**src/rtl/rto_pkg.sv**
```systemverilog
package rto_pkg;
  typedef enum logic {
    MODE_STD  = 1'b0,
    MODE_FAST = 1'b1
  } rto_mode_e;

  localparam int unsigned STD_BITS_DEF  = 32;
  localparam int unsigned FAST_BITS_DEF = 64;

  function automatic int unsigned cnt_width(input int unsigned max_val);
    return $clog2(max_val + 1);
  endfunction
endpackage

```
**src/rtl/rto_limit_sel.sv**
```systemverilog
module rto_limit_sel
  import rto_pkg::*;
#(
  parameter int unsigned STD_BITS  = STD_BITS_DEF,
  parameter int unsigned FAST_BITS = FAST_BITS_DEF,
  parameter int unsigned W         = cnt_width(FAST_BITS)
) (
  input  logic         hs_mode_i,
  output logic [W-1:0] limit_o
);
  localparam logic [W-1:0] STD_LIM  = W'(STD_BITS);
  localparam logic [W-1:0] FAST_LIM = W'(FAST_BITS);

  rto_mode_e mode;
  assign mode = rto_mode_e'(hs_mode_i);

  always_comb begin
    unique case (mode)
      MODE_FAST: limit_o = FAST_LIM;
      default:   limit_o = STD_LIM;
    endcase
  end
endmodule

```
**src/rtl/rto_idle_counter.sv**
```systemverilog
module rto_idle_counter #(
  parameter int unsigned MAX_LIM = 64,
  parameter int unsigned W       = 7
) (
  input  logic         clk,
  input  logic         rst,
  input  logic         restart_i,
  input  logic         tick_i,
  input  logic [W-1:0] limit_i,
  output logic         hit_o
);
  localparam logic [W:0] MAX_EXT = (W+1)'(MAX_LIM);

  logic [W-1:0] count_q;
  logic [W:0]   count_next_ext;

  assign count_next_ext = {1'b0, count_q} + 1'b1;

  always_ff @(posedge clk) begin
    if (rst || restart_i) begin
      count_q <= '0;
    end else if (tick_i && (count_q < limit_i)) begin
      count_q <= count_q + 1'b1;
    end
  end

  assign hit_o = !restart_i && tick_i && (count_next_ext == {1'b0, limit_i});

  p_restart_zero_r7: assert property (@(posedge clk) disable iff (rst)
    restart_i |=> (count_q == '0));

  p_no_wrap_r8: assert property (@(posedge clk) disable iff (rst)
    ({1'b0, count_q} <= MAX_EXT));

  p_reset_zero_r1: assert property (@(posedge clk)
    rst |=> (count_q == '0));
endmodule

```
**src/rtl/rto_status_reg.sv**
```systemverilog
module rto_status_reg (
  input  logic clk,
  input  logic rst,
  input  logic hit_i,
  input  logic nonempty_i,
  input  logic sw_clear_i,
  output logic flag_o
);
  logic drop;
  assign drop = sw_clear_i || !nonempty_i;

  always_ff @(posedge clk) begin
    if (rst) begin
      flag_o <= 1'b0;
    end else if (drop) begin
      flag_o <= 1'b0;
    end else if (hit_i) begin
      flag_o <= 1'b1;
    end
  end

  p_empty_clears_r5: assert property (@(posedge clk) disable iff (rst)
    !nonempty_i |=> !flag_o);

  p_sw_clear_r6: assert property (@(posedge clk) disable iff (rst)
    sw_clear_i |=> !flag_o);

  p_rise_on_hit_r3: assert property (@(posedge clk) disable iff (rst)
    $rose(flag_o) |-> $past(hit_i));

  p_reset_low_r1: assert property (@(posedge clk)
    rst |=> !flag_o);
endmodule

```
**src/rtl/rx_timeout_detect.sv**
```systemverilog
module rx_timeout_detect
  import rto_pkg::*;
#(
  parameter int unsigned STD_BITS  = STD_BITS_DEF,
  parameter int unsigned FAST_BITS = FAST_BITS_DEF
) (
  input  logic clk,
  input  logic rst,
  input  logic bit_tick_i,
  input  logic fifo_nonempty_i,
  input  logic char_rx_i,
  input  logic hs_mode_i,
  input  logic sw_clear_i,
  output logic timeout_o
);
  localparam int unsigned MAX_LIM = (FAST_BITS > STD_BITS) ? FAST_BITS : STD_BITS;
  localparam int unsigned W       = cnt_width(MAX_LIM);

  logic [W-1:0] limit;
  logic         restart;
  logic         hit;

  assign restart = char_rx_i || !fifo_nonempty_i || sw_clear_i;

  rto_limit_sel #(
    .STD_BITS (STD_BITS),
    .FAST_BITS(FAST_BITS),
    .W        (W)
  ) u_lim (
    .hs_mode_i(hs_mode_i),
    .limit_o  (limit)
  );

  rto_idle_counter #(
    .MAX_LIM(MAX_LIM),
    .W      (W)
  ) u_cnt (
    .clk      (clk),
    .rst      (rst),
    .restart_i(restart),
    .tick_i   (bit_tick_i),
    .limit_i  (limit),
    .hit_o    (hit)
  );

  rto_status_reg u_flag (
    .clk       (clk),
    .rst       (rst),
    .hit_i     (hit),
    .nonempty_i(fifo_nonempty_i),
    .sw_clear_i(sw_clear_i),
    .flag_o    (timeout_o)
  );

  p_empty_no_count_r2: assert property (@(posedge clk) disable iff (rst)
    !fifo_nonempty_i |-> !hit);
endmodule

```
**config.mk**
```make
export PLATFORM = sky130hd
export DESIGN_NAME = rx_timeout_detect
export DESIGN_NICKNAME = d
export VERILOG_FILES = /design/src/rtl/rto_pkg.sv /design/src/rtl/rto_limit_sel.sv /design/src/rtl/rto_idle_counter.sv /design/src/rtl/rto_status_reg.sv /design/src/rtl/rx_timeout_detect.sv
export SDC_FILE = /design/constraint.sdc
export NUM_CORES = 1
export LEC_CHECK = 0
export ABC_AREA = 1
export BUFFER_PORTS_ARGS = -buffer_cell sky130_fd_sc_hd__buf_2
export CAP_MARGIN = 5
export CORE_ASPECT_RATIO = 0.8
export CORE_MARGIN = 2
export CORE_UTILIZATION = 30
export CTS_CLUSTER_SIZE = 10
export DETAILED_ROUTE_END_ITERATION = 10
export GPL_ROUTABILITY_DRIVEN = 0
export GPL_TIMING_DRIVEN = 0
export PLACE_DENSITY = 0.52
export RECOVER_POWER = 50
export SLEW_MARGIN = 20
export SYNTH_ARGS = -nofsm -noshare
export SYNTH_HDL_FRONTEND = slang
export SYNTH_SLANG_ARGS = --single-unit
```
**constraint.sdc**
```tcl
create_clock -name clk -period 3.4 [get_ports clk]
set_input_delay 0.68 -clock clk [delete_from_list [all_inputs] [get_ports clk]]
set_output_delay 0.68 -clock clk [all_outputs]
set_load 0.05 [all_outputs]
```
==> impl_metrics.json <==
{
  "final_util_pct": 36.94,
  "cts_tree": "yes",
  "initial_core_util_pct": 31.99,
  "min_period_over_period_pct": 54.84,
  "tightest_slew_ns": 0.5872,
  "p_leak_nw": 0.2668,
  "netlist_area_um2": 525.5,
  "synth_nets": 91,
  "hpwl_um": 808.9,
  "drc": 0,
  "n_antenna_cell": 0,
  "peakVddDrop_mv": 0.1514,
  "ys_types": 19,
  "tns_ns": 0,
  "io_buffers": 7,
  "cts_htree_levels": 1,
  "yosys_warnings": 0,
  "power.total_w": 0.0001846,
  "postCtsSetupBuffers": 0,
  "path_class": "input pin to register",
  "drive_gt1_share_pct": 16.48,
  "clock_path_buffers": 2,
  "fp.dieW_um": 50.80,
  "final-max-slew-violation-count": 0,
  "ys_ff_latch": 8,
  "power_density_nw_per_um2": 304.2,
  "cts_sinks": 8,
  "setup_slack_ns": 1.536,
  "arrival_ns": 2.00,
  "first_global_vias": 441,
  "ys_seq_area_share_pct": 30.48,
  "finalSetupViolCount": 0,
  "insertion_delay_ns": 0.26,
  "grt_pass1_wl_mm": 1.787,
  "grt_max_degree": 9,
  "max_freq_mhz": 536.4,
  "drv_cap": 0,
  "end_kind": "register",
  "placed_cells": 110,
  "numCtsBuffers": 3,
  "skew_ns": 0.007724,
  "num_rows": 13,
  "syn_area_per_cell_um2": 6.488,
  "hold_viol": 0,
  "drt-initial-drc-count": 6,
  "required_ns": 3.54,
  "ant_nets": 0,
  "die_area_um2": 2105,
  "io_pins": 8,
  "vias": 494,
  "totalWireLength_um": 985,
  "clk_pin_slew_worst_paths_ns": 0.06,
  "fin_cells": 113,
  "viasPerCell": 4.372,
  "nNetsFinal": 103,
  "rsz0062_at_grt": "false",
  "cp_max_fo": 8,
  "start_kind": "input pin",
  "coreArea_um2": 1643,
  "antenna_found_initial": 0,
  "pre_cts_ws_ns": 1.493,
  "grt-ovfl-total": 0,
  "grtUsageTotal_pct": 11.26,
  "first_pass_iters": 4,
  "final_common_cell": "nand2_1",
  "cts_hold_buf": 0,
  "synth_cells": 81,
  "status": "finished clean",
  "cts_resized": 0,
  "die_y_um": 41.44,
  "mostFrequentLayoutCells": "nand2_1 (18), inv_1 (13), nor2_1 (12)",
  "root_buffer": "clkbuf_4",
  "syn_to_final_growth_pct": 15.48,
  "wl_per_cell_um": 8.717,
  "period_minus_slack_ns": 1.864,
  "hold_path.class": "register to register",
  "slew_headroom_pct": 61.02
}
[cells in the mapped netlist]
master | n | area, um2
nand3_2 | 1 | 10.01
a21oi_2 | 1 | 8.760
o21a_1 | 1 | 7.510
inv_1 | 12 | 45.04
o21ai_0 | 7 | 35.03
nor2_1 | 12 | 45.04
a21oi_1 | 6 | 30.03
nand3_1 | 4 | 20.02
dfxtp_1 | 8 | 160.2
nor2_4 | 1 | 11.26
xor2_1 | 1 | 8.760
nor2_2 | 1 | 6.260
xnor2_1 | 1 | 8.760
ha_1 | 3 | 37.54
clkinv_2 | 1 | 5.000
inv_2 | 1 | 3.750
nand4_1 | 1 | 6.260
nand2_2 | 2 | 12.51
nand2_1 | 17 | 63.81
[sequential cells by signal, summed over array words and instances (netlist names)]
| name | count |
|---|---|
| u_flag.flag_o | 1 |
| u_cnt.count_q | 7 |
[final cells by class]
class,instances,area [um2]
Clock buffer,3,22.52
Tap cell,22,27.53
Multi-Input combinational cell,59,309.0
Sequential cell,8,160.2
Timing Repair Buffer,7,33.78
Inverter,14,53.80
Fill cell,189,1036
[worst paths after layout]
check | start | end | slack [ns] | cells after the start
worst max-delay path | hs_mode_i | u_cnt.count_q[4]$_SDFFE_PP0P_ | 1.54 | 9
worst min-delay path | u_flag.flag_o$_SDFFE_PP0P_ | u_flag.flag_o$_SDFFE_PP0P_ | 0.46 | 2
worst max register to register | u_cnt.count_q[6]$_SDFFE_PP0P_ | u_cnt.count_q[4]$_SDFFE_PP0P_ | 1.74 | 7
worst min register to register | u_flag.flag_o$_SDFFE_PP0P_ | u_flag.flag_o$_SDFFE_PP0P_ | 0.46 | 2
[cell families (layout without fill, tap and decap cells)]
| kind of cell | Yosys count | in the layout | synth area share (%) |
|---|---|---|---|
| AND/OR/NAND/NOR | 39 | 39 | 33.33 |
| AO/OA/AOI/OAI | 15 | 15 | 15.48 |
| buffers and inverters | 14 | 24 | 10.24 |
| flip-flops | 8 | 8 | 30.48 |
| adder cells (fa/ha/maj) | 3 | 3 | 7.144 |
| XOR/XNOR | 2 | 2 | 3.334 |
[per-stage QoR]
stage / hold WS, ns / area (um2)
finish: 0.4634 / 606.8
global route: 0.4944 / 606.8
detailed placement: 0.4555 / 588.1
global placement: 0.4471 / 588.1
floorplan: 0.4791 / 525.5
CTS: 0.4656 / 610.6
[worst max-delay path, stage by stage]
cell and delay, ns:
buf_2 0.10, inv_1 0.05, ha_1 0.27, o21a_1 0.11, nor2_1 0.04, nand2_1 0.18
clkinvlp_2 0.29, o21ai_0 0.23, a21oi_1 0.05
[report_power, final]
part	total, W	internal [W]	switching, W
registers	0.0000957	0.0000947	0.00000101
clock network	0.0000744	0.0000405	0.0000339
logic	0.0000145	0.00000557	0.00000894
[layer usage]
metal	wire length [um]	vias up	global-route usage [%]
met5	0	-	0
met4	8	0	3.243
met3	41	2	5.396
met2	429	4	16.05
met1	506	211	15.01
li1	-	277	-
Note: power is estimated with default switching activity, not from simulation.
